**src/rtl/l1w_pkg.sv**
```systemverilog
`timescale 1ns/1ps
package l1w_pkg;
  typedef enum logic [1:0] {
    ST_IDLE = 2'd0,
    ST_READ = 2'd1,
    ST_WAIT = 2'd2,
    ST_RESP = 2'd3
  } walkState_e;

  // result classes as seen on rspKind
  localparam logic [1:0] KIND_PHYS = 2'b00;
  localparam logic [1:0] KIND_L2   = 2'b01;
  localparam logic [1:0] KIND_PABT = 2'b10;
  localparam logic [1:0] KIND_DABT = 2'b11;

  // descriptor type codes in bits [1:0]
  localparam logic [1:0] DT_FAULT = 2'b00;
  localparam logic [1:0] DT_L2    = 2'b01;
  localparam logic [1:0] DT_SECT  = 2'b10;
  localparam logic [1:0] DT_RSVD  = 2'b11;

  typedef struct packed {
    logic takeReq;   // latch request fields and base
    logic takeDesc;  // latch returned descriptor
  } walkStrobe_t;
endpackage

```
**src/rtl/l1w_ctrl.sv**
```systemverilog
`timescale 1ns/1ps
module l1w_ctrl
  import l1w_pkg::*;
(
  input  logic        clk,
  input  logic        rstN,
  input  logic        reqValid,
  input  logic        memRdReady,
  input  logic        memRspValid,
  output logic        reqReady,
  output logic        memRdValid,
  output logic        rspValid,
  output walkStrobe_t strobe
);
  walkState_e state, stateNext;

  always_ff @(posedge clk) begin
    if (!rstN) state <= ST_IDLE;
    else       state <= stateNext;
  end

  always_comb begin
    stateNext = state;
    unique case (state)
      ST_IDLE: if (reqValid)    stateNext = ST_READ;
      ST_READ: if (memRdReady)  stateNext = ST_WAIT;
      ST_WAIT: if (memRspValid) stateNext = ST_RESP;
      ST_RESP:                  stateNext = ST_IDLE;
      default:                  stateNext = ST_IDLE;
    endcase
  end

  assign reqReady        = (state == ST_IDLE);
  assign memRdValid      = (state == ST_READ);
  assign rspValid        = (state == ST_RESP);
  assign strobe.takeReq  = reqReady && reqValid;
  assign strobe.takeDesc = (state == ST_WAIT) && memRspValid;

  AST_READY_IDLE_ONLY: assert property (@(posedge clk) disable iff (!rstN)
    reqReady |-> (!memRdValid && !rspValid));
  AST_RD_UNTIL_READY: assert property (@(posedge clk) disable iff (!rstN)
    (memRdValid && !memRdReady) |=> memRdValid);
  AST_RD_AFTER_ACCEPT: assert property (@(posedge clk) disable iff (!rstN)
    (reqReady && reqValid) |=> (memRdValid && !reqReady));
  AST_RSP_ONE_CYCLE: assert property (@(posedge clk) disable iff (!rstN)
    rspValid |=> (!rspValid && reqReady));
  AST_RSP_AFTER_DATA: assert property (@(posedge clk) disable iff (!rstN)
    rspValid |-> $past(memRspValid));
endmodule

```
**src/rtl/l1w_dpath.sv**
```systemverilog
`timescale 1ns/1ps
module l1w_dpath
  import l1w_pkg::*;
#(
  parameter int VA_W        = 32,
  parameter int IDX_W       = 12,
  parameter int TBL_ALIGN   = 14,
  parameter int SUPER_BIT   = 18,
  parameter int SUPER_ALIGN = 24,
  parameter int L2_ALIGN    = 10,
  parameter int DOM_LSB     = 5,
  parameter int DOM_W       = 4,
  localparam int SECT_OFF   = VA_W - IDX_W,
  localparam int ATTR_W     = SECT_OFF - 2,
  localparam int BASE_W     = VA_W - TBL_ALIGN
) (
  input  logic              clk,
  input  logic              rstN,
  input  walkStrobe_t       strobe,
  input  logic [VA_W-1:0]   tblBase,
  input  logic [VA_W-1:0]   reqVa,
  input  logic              reqIsFetch,
  input  logic [VA_W-1:0]   memRspData,
  output logic [VA_W-1:0]   memRdAddr,
  output logic [1:0]        rspKind,
  output logic [VA_W-1:0]   rspAddr,
  output logic [DOM_W-1:0]  rspDomain,
  output logic              rspSuper,
  output logic [ATTR_W-1:0] rspAttr
);
  logic [BASE_W-1:0] baseHi;
  logic [VA_W-1:0]   vaReg;
  logic [VA_W-1:0]   descReg;
  logic              fetchReg;

  always_ff @(posedge clk) begin
    if (!rstN) begin
      baseHi   <= '0;
      vaReg    <= '0;
      fetchReg <= 1'b0;
    end else if (strobe.takeReq) begin
      baseHi   <= tblBase[VA_W-1:TBL_ALIGN];
      vaReg    <= reqVa;
      fetchReg <= reqIsFetch;
    end
  end

  always_ff @(posedge clk) begin
    if (!rstN)                descReg <= '0;
    else if (strobe.takeDesc) descReg <= memRspData;
  end

  // descriptor word address: base high part, table index, word offset
  assign memRdAddr = {baseHi, vaReg[VA_W-1:SECT_OFF], 2'b00};

  logic [1:0]      descType;
  logic            isSuper;
  logic [VA_W-1:0] sectAddr, superAddr, l2Addr;

  assign descType  = descReg[1:0];
  assign isSuper   = (descType == DT_SECT) && descReg[SUPER_BIT];
  assign sectAddr  = {descReg[VA_W-1:SECT_OFF], vaReg[SECT_OFF-1:0]};
  assign superAddr = {descReg[VA_W-1:SUPER_ALIGN], vaReg[SUPER_ALIGN-1:0]};
  assign l2Addr    = {descReg[VA_W-1:L2_ALIGN], {L2_ALIGN{1'b0}}};

  always_comb begin
    rspSuper = 1'b0;
    unique case (descType)
      DT_SECT: begin
        rspKind  = KIND_PHYS;
        rspAddr  = isSuper ? superAddr : sectAddr;
        rspSuper = isSuper;
      end
      DT_L2: begin
        rspKind = KIND_L2;
        rspAddr = l2Addr;
      end
      default: begin  // DT_FAULT and DT_RSVD both abort
        rspKind = fetchReg ? KIND_PABT : KIND_DABT;
        rspAddr = vaReg;
      end
    endcase
  end

  assign rspDomain = descReg[DOM_LSB +: DOM_W];
  assign rspAttr   = descReg[SECT_OFF-1:2];

  AST_SECT_OFFSET: assert property (@(posedge clk) disable iff (!rstN)
    (rspKind == KIND_PHYS && !rspSuper) |-> (rspAddr[SECT_OFF-1:0] == vaReg[SECT_OFF-1:0]));
  AST_SUPER_OFFSET: assert property (@(posedge clk) disable iff (!rstN)
    rspSuper |-> (rspKind == KIND_PHYS && rspAddr[SUPER_ALIGN-1:0] == vaReg[SUPER_ALIGN-1:0]));
  AST_L2_ALIGNED: assert property (@(posedge clk) disable iff (!rstN)
    (rspKind == KIND_L2) |-> (rspAddr[L2_ALIGN-1:0] == '0));
  AST_ABORT_VA: assert property (@(posedge clk) disable iff (!rstN)
    rspKind[1] |-> (rspAddr == vaReg && !rspSuper));
endmodule

```
**src/rtl/l1_xlate_walker.sv**
```systemverilog
`timescale 1ns/1ps
module l1_xlate_walker
  import l1w_pkg::*;
(
  input  logic        clk,
  input  logic        rstN,
  input  logic [31:0] tblBase,
  input  logic        reqValid,
  output logic        reqReady,
  input  logic [31:0] reqVa,
  input  logic        reqIsFetch,
  output logic        memRdValid,
  input  logic        memRdReady,
  output logic [31:0] memRdAddr,
  input  logic        memRspValid,
  input  logic [31:0] memRspData,
  output logic        rspValid,
  output logic [1:0]  rspKind,
  output logic [31:0] rspAddr,
  output logic [3:0]  rspDomain,
  output logic        rspSuper,
  output logic [17:0] rspAttr
);
  walkStrobe_t strobe;

  l1w_ctrl uCtrl (
    .clk         (clk),
    .rstN        (rstN),
    .reqValid    (reqValid),
    .memRdReady  (memRdReady),
    .memRspValid (memRspValid),
    .reqReady    (reqReady),
    .memRdValid  (memRdValid),
    .rspValid    (rspValid),
    .strobe      (strobe)
  );

  l1w_dpath uDpath (
    .clk        (clk),
    .rstN       (rstN),
    .strobe     (strobe),
    .tblBase    (tblBase),
    .reqVa      (reqVa),
    .reqIsFetch (reqIsFetch),
    .memRspData (memRspData),
    .memRdAddr  (memRdAddr),
    .rspKind    (rspKind),
    .rspAddr    (rspAddr),
    .rspDomain  (rspDomain),
    .rspSuper   (rspSuper),
    .rspAttr    (rspAttr)
  );

  AST_RDADDR_STABLE: assert property (@(posedge clk) disable iff (!rstN)
    (memRdValid && !memRdReady) |=> $stable(memRdAddr));
  AST_RDADDR_ALIGNED: assert property (@(posedge clk) disable iff (!rstN)
    memRdValid |-> (memRdAddr[1:0] == 2'b00));
endmodule

```
**config.mk**
```make
export PLATFORM = sky130hd
export DESIGN_NAME = l1_xlate_walker
export DESIGN_NICKNAME = d
export VERILOG_FILES = /design/src/rtl/l1w_pkg.sv /design/src/rtl/l1w_ctrl.sv /design/src/rtl/l1w_dpath.sv /design/src/rtl/l1_xlate_walker.sv
export SDC_FILE = /design/constraint.sdc
export NUM_CORES = 1
export LEC_CHECK = 0
export ABC_AREA = 1
export BUFFER_PORTS_ARGS = -buffer_cell sky130_fd_sc_hd__buf_2
export CORE_MARGIN = 2
export CORE_UTILIZATION = 50
export CTS_BUF_LIST = sky130_fd_sc_hd__clkbuf_8
export CTS_CLUSTER_SIZE = 20
export DETAILED_ROUTE_END_ITERATION = 8
export GPL_ROUTABILITY_DRIVEN = 0
export PLACE_DENSITY = 0.93
export SLEW_MARGIN = 20
export SYNTH_ARGS = -nofsm -noshare
export SYNTH_HDL_FRONTEND = slang
export SYNTH_SLANG_ARGS = --single-unit
export TNS_END_PERCENT = 5
```
**constraint.sdc**
```tcl
create_clock -name clk -period 3.4 [get_ports clk]
set_input_delay 0 -clock clk [delete_from_list [all_inputs] [get_ports clk]]
set_output_delay 0 -clock clk [all_outputs]
set_load 0.01 [all_outputs]
```
==> impl_metrics.csv, run 1 <==
group,metric,value,unit
worst_setup_path,start_kind,"flop",
sta,timing.final.crit_share,0.7005,
grt,track_usage,0.2935,
finish,nets,829,
power,p_per_area,664.4,mW/mm²
sta,report.final.slew_viol_count,0,
logic_synthesis,yosys_warnings,0,
drt,post_drt_wl_per_cell,14.92,µm
logic_synthesis,ys_ff_latch,85,
drt,first_pass_iters,7,
finish,layout_common_cells,"176 x buf_2, 156 x nor2_1, 85 x dfxtp_1",
place,io_buffers,177,
clocking,clockBufferDepth,2,
clocking,clock_latency,0.35,ns
worst_setup_path,critical_path.startpoint,"uDpath.descReg[0]",
clocking,cts_buffers,9,
grt,antenna_found_initial,0,
grt,grt_max_degree,86,
drt,routed_wirelength,12320,µm
clocking,tritoncts,"built",
sta,fmax,0.4199,GHz
sta,rsz0062_at_grt,"no",
floorplanning,std_cell_rows,31,
worst_setup_path,worstPathRequired,3.40,ns
grt,grt_pass1_wl,19650,µm
sta,fin_skew,0.01341,ns
clocking,path_clk_slew,0.08,ns
sta,slew_headroom,0.4531,
run,maxCapViolCount,0,
finish,syn2layout_area_growth,41.62,%
logic_synthesis,synth.cell_area,0.003776,mm²
drt,drt-initial-drc-count,261,
power,finalPower,3.553,mW
floorplanning,core,0.007292,mm²
logic_synthesis,syn-mean-instance-area,7.318,µm²
grt,grt_pass1_vias,4171,
floorplanning,ios,194,
drt,top_layer,"met4",
floorplanning,die_w,90.91,µm
power,p_leak,2.646,nW
finish,drive_gt1_frac,0.2755,
clocking,clock_sinks,85,
min_path,worstHoldStart,"memRspValid",
place,hpwl,6845,µm
logic_synthesis,yosysSeqAreaShare,0.4506,
worst_setup_path,r2r-start,"uCtrl.state[0]",
floorplanning,initial_core_util,0.5178,
outcome,outcome,"finished clean",
finish,fill_cells,551,
power,ir_drop,0.3424,mV
place,post_dp_cell_area,0.004319,mm²
drt,drc,0,
worst_setup_path,critical_path_class,"flop to primary output",
logic_synthesis,synthDistinctLibCells,22,
floorplanning,chipHeight,90.91,µm
worst_setup_path,rrSetupSlack,1.39,ns
sta,fin_setup_tns,0,ns
drt,avgViaCountPerCell,5.090,
clocking,htreeDepth,3,
min_path,hp-class,"input port to flop",
sta,min_period,2.382,ns
sta,hold_viol,0,
worst_setup_path,worst-path-max-fanout,25,
sta,tightest_slew,0.8203,ns
floorplanning,die_area,0.008264,mm²
drt,met1Wirelength,4744,µm
drt,antenna_left,0,
drt,routed-wl-met3,932,µm
clocking,root_buffer,"clkbuf_8",
drt,dr_total_vias,4204,
drt,wl_met2,6257,µm
finish,fin_area,0.005348,mm²
sta,setup_violations,0,
logic_synthesis,synth_cells,516,
worst_setup_path,worstPathArrival,2.38,ns
clocking,cts_resized,0,
grt,grt.overflow.total,0,
worst_setup_path,worst_setup_path_end_kind,"primary output",
finish,final_common_cell,"buf_2",
-- worst max-delay path, stage by stage, from the launching register on --
cell	delay [ns]
dfxtp_1	0.34
inv_1	0.06
ha_1	0.82
inv_2	0.39
nand3_1	0.22
nand2_1	0.07
buf_2	0.14
-- per-layer routing --
layer,vias up,track usage
met3,42,0.07012
met2,225,0.5230
met4,0,0.1402
li1,2017,-
met5,-,0
met1,1920,0.3278
-- cells in the mapped netlist --
master,n,share of area
dfxtp_1,85,0.45
a21oi_1,12,0.016
o21ai_0,82,0.11
clkbuf_1,4,0.0040
buf_6,6,0.018
inv_2,2,0.0020
nor2_1,156,0.16
nand3_1,23,0.030
inv_1,20,0.020
nand2_2,1,0.0017
clkbuf_4,1,0.0020
nand2_4,1,0.0030
inv_4,1,0.0017
buf_2,10,0.013
ha_1,6,0.020
nand2_1,40,0.040
or2_2,1,0.0017
conb_1,1,0.00099
buf_4,40,0.080
clkbuf_2,6,0.0080
o21ai_1,17,0.023
nor2_2,1,0.0017
-- worst paths after layout --
check | end | cells past startpoint
min | uCtrl.state[1] | 6
max | rspAddr[22] | 6
min reg2reg | uDpath.vaReg[7] | 2
max reg2reg | uDpath.descReg[19] | 6
-- cell type report --
type	instances	area, µm²	area share
diodes	1	2.502	0.0004679
clock buffers	11	151.4	0.02831
clock inverters	5	41.29	0.007721
inverters	23	88.84	0.01661
multi-input cells	342	1519	0.2840
flip-flops and latches	85	1702	0.3182
well taps	99	123.9	0.02316
repair buffers	260	1719	0.3215
-- through the flow --
step                setup slack [ns]  hold slack, ns    util  instances
CTS                            1.039          0.1165  0.7327        825
global route                  0.8762          0.1704  0.7330        825
detailed placement             1.439          0.2436  0.5923        726
floorplan                      2.157          0.1456       -        517
finish                         1.018          0.1369  0.7334        826
global placement               1.436          0.2352  0.5923        726
-- logic make-up (layout without fill, tap and decap cells) --
group	Yosys count	after routing	synth area share
and+or+nand+nor	223	223	0.2333
AOI/OAI and AO/OA	111	111	0.1471
adders and majority gates	6	6	0.01988
DFF	85	85	0.4506
other	1	3	0.0009931
buffers and inverters	90	299	0.1481
-- where the power goes --
part | internal [mW] | leakage (nW) | total [mW] | switching, mW
clock network | 0.314 | 0.0930 | 0.687 | 0.374
registers | 1.25 | 0.699 | 1.40 | 0.149
logic | 0.546 | 1.85 | 1.46 | 0.917
-- flip-flops by register name, indices dropped and copies added (netlist names) --
signal,count
uDpath.descReg,32
uDpath.fetchReg,1
uCtrl.state,2
uDpath.vaReg,32
uDpath.baseHi,18
-- repair_timing --
| action | 4_1_cts | 5_1_grt |
|---|---|---|
| hold buffers | 83 | 0 |
| buffers inserted | 0 | 0 |
| hold endpoints to repair | 83 | 0 |
| setup endpoints to repair | 0 | 0 |
No activity file was read; power rests on OpenSTA's default activity.
==> run 2, diff against run 1 <==
- CORE_UTILIZATION: 50 -> 47
- PLACE_DENSITY: 0.93 -> 0.88
- clock period: 3.4 -> 2.3 ns (I/O delays scaled with it)
==> run 2 against run 1 <==
Cell count up 1.2%. Wire length down 2.8%. Utilization down 3.4 points. Non-clock buffer count up 6. Critical path type unchanged.
==> impl_metrics.csv, run 2 (synthesis results as in run 1) <==
group,metric,value,unit
drt,dr_total_vias,4154,
worst_setup_path,max_stage_delay,0.39,ns
sta,timing.final.crit_share,0.8156,
clocking,cts_buffers,9,
sta,tightest_slew,0.8646,ns
grt,antenna_found_initial,0,
worst_setup_path,worstPathRequired,2.30,ns
sta,rsz0062_at_grt,"no",
worst_setup_path,worstPathArrival,1.88,ns
clocking,clock_latency,0.35,ns
floorplanning,ios,194,
worst_setup_path,worst-path-max-fanout,13,
grt,grt.busiest_layer,"met2",
worst_setup_path,path_delay_family,"adder cells",
clocking,htreeDepth,3,
finish,syn2layout_area_growth,43.80,%
sta,slew_headroom,0.4236,
drt,drt-initial-drc-count,152,
min_path,hp-class,"input port to flop",
floorplanning,initial_core_util,0.4861,
power,p_per_area,997.1,mW/mm²
grt,met3_usage,0.04996,
clocking,clock_sinks,85,
worst_setup_path,cpMostUsedCell,"inv_1",
floorplanning,chipHeight,93.64,µm
clocking,tritoncts,"built",
run,maxCapViolCount,0,
sta,hold_viol,0,
floorplanning,die_w,93.64,µm
clocking,cts_setup_buffers,0,
floorplanning,std_cell_rows,32,
drt,avgViaCountPerCell,4.969,
clocking,clockBufferDepth,2,
grt,track_usage,0.2704,
finish,drive_gt1_frac,0.2814,
finish,layout_common_cells,"177 x buf_2, 156 x nor2_1, 85 x dfxtp_1",
sta,fin_skew,0.01600,ns
floorplanning,die_area,0.008768,mm²
place,io_buffers,177,
floorplanning,core,0.007767,mm²
finish,reg_top3,"uDpath.descReg: 32 flops, uDpath.vaReg: 32 flops, uDpath.baseHi: 18 flops",
grt,grt_pass1_vias,4047,
place,post-place-cells,735,
sta,min_period,1.876,ns
sta,setup_violations,0,
grt,use_met1,0.2990,
grt,grt_pass1_wl,18600,µm
worst_setup_path,start_kind,"flop",
finish,fill_cells,599,
clocking,root_buffer,"clkbuf_8",
finish,nets,835,
finish,fin_cells,836,
worst_setup_path,worst_path_max_delay_cell,"ha_1",
drt,first_pass_iters,5,
grt,grt.overflow.total,0,
sta,fin_setup_tns,0,ns
finish,final_common_cell,"buf_2",
worst_setup_path,cp_num_buf_inv,3,
drt,drc,0,
grt,grt_max_degree,55,
power,p_leak,2.692,nW
sta,fmax,0.5331,GHz
outcome,outcome,"finished clean",
worst_setup_path,worst_setup_path_end_kind,"primary output",
drt,antenna_left,0,
power,ir_drop,0.4952,mV
place,hpwl,6838,µm
sta,report.final.slew_viol_count,0,
drt,routed_wirelength,11980,µm
drt,post_drt_wl_per_cell,14.33,µm
clocking,path_clk_slew,0.09,ns
worst_setup_path,worstPathCellList,"inv_1 -> ha_1 -> inv_1 -> o21ai_1 -> nand3_1 -> nand2_1 -> buf_2",
grt,grt_util_met2,0.5018,
worst_setup_path,critical_path_class,"flop to primary output",
run 2: final timing paths:
| check | slack [ns] | cells after the start | endpoint | from |
|---|---|---|---|---|
| setup / recovery | 0.42 | 7 | rspAddr[20] | uDpath.descReg[0] |
| hold / removal | 0.14 | 6 | uCtrl.state[1] | memRdReady |
| setup reg to reg | 0.55 | 6 | uDpath.vaReg[1] | uCtrl.state[0] |
| hold reg to reg | 0.46 | 2 | uDpath.vaReg[6] | uDpath.vaReg[6] |
run 2: through the flow:
step                cell area (µm²)  hold slack (ns)  utilization  total power, mW  setup slack (ns)
global placement               4368           0.2330       0.5623            4.011            0.6812
global route                   5425           0.1928       0.6985            5.793            0.1154
finish                         5430           0.1418       0.6991            5.414            0.4242
CTS                            5425           0.1307       0.6985            5.391            0.3955
detailed placement             4368           0.2400       0.5623            4.087            0.6018
floorplan                      3780           0.1456            -            3.597             1.057
run 2: layer usage:
metal	wire [µm]	vias to the layer above
met5	0	-
met4	403	0
met3	832	41
met2	6105	209
met1	4635	1881
li1	-	2023
run 2: worst min-delay path: stages:
cell	delay [ns]
buf_2	0.09
inv_1	0.04
nand2_1	0.04
nand3_1	0.13
nor2_1	0.06
nor2_1	0.09
run 2: cell type report:
type	instances	area [µm²]	share of cell area
diodes	2	5.005	0.0009217
clock inverters	7	102.6	0.01889
multi-input cells	342	1519	0.2797
repair buffers	266	1762	0.3244
inverters	23	88.84	0.01636
flip-flops and latches	85	1702	0.3134
well taps	102	127.6	0.02350
clock buffers	9	123.9	0.02281
run 2: power by group:
group	switching [mW]	total, mW	internal, mW
combinational	1.33	2.16	0.828
clock	0.570	1.20	0.625
sequential	0.212	2.06	1.85
total	2.11	5.41	3.31
run 2: what timing repair did:
item,in CTS,in global routing
setup endpoints to repair,0,0
endpoints found under the hold margin,83,0
resized for setup,0,0
hold buffers,83,0
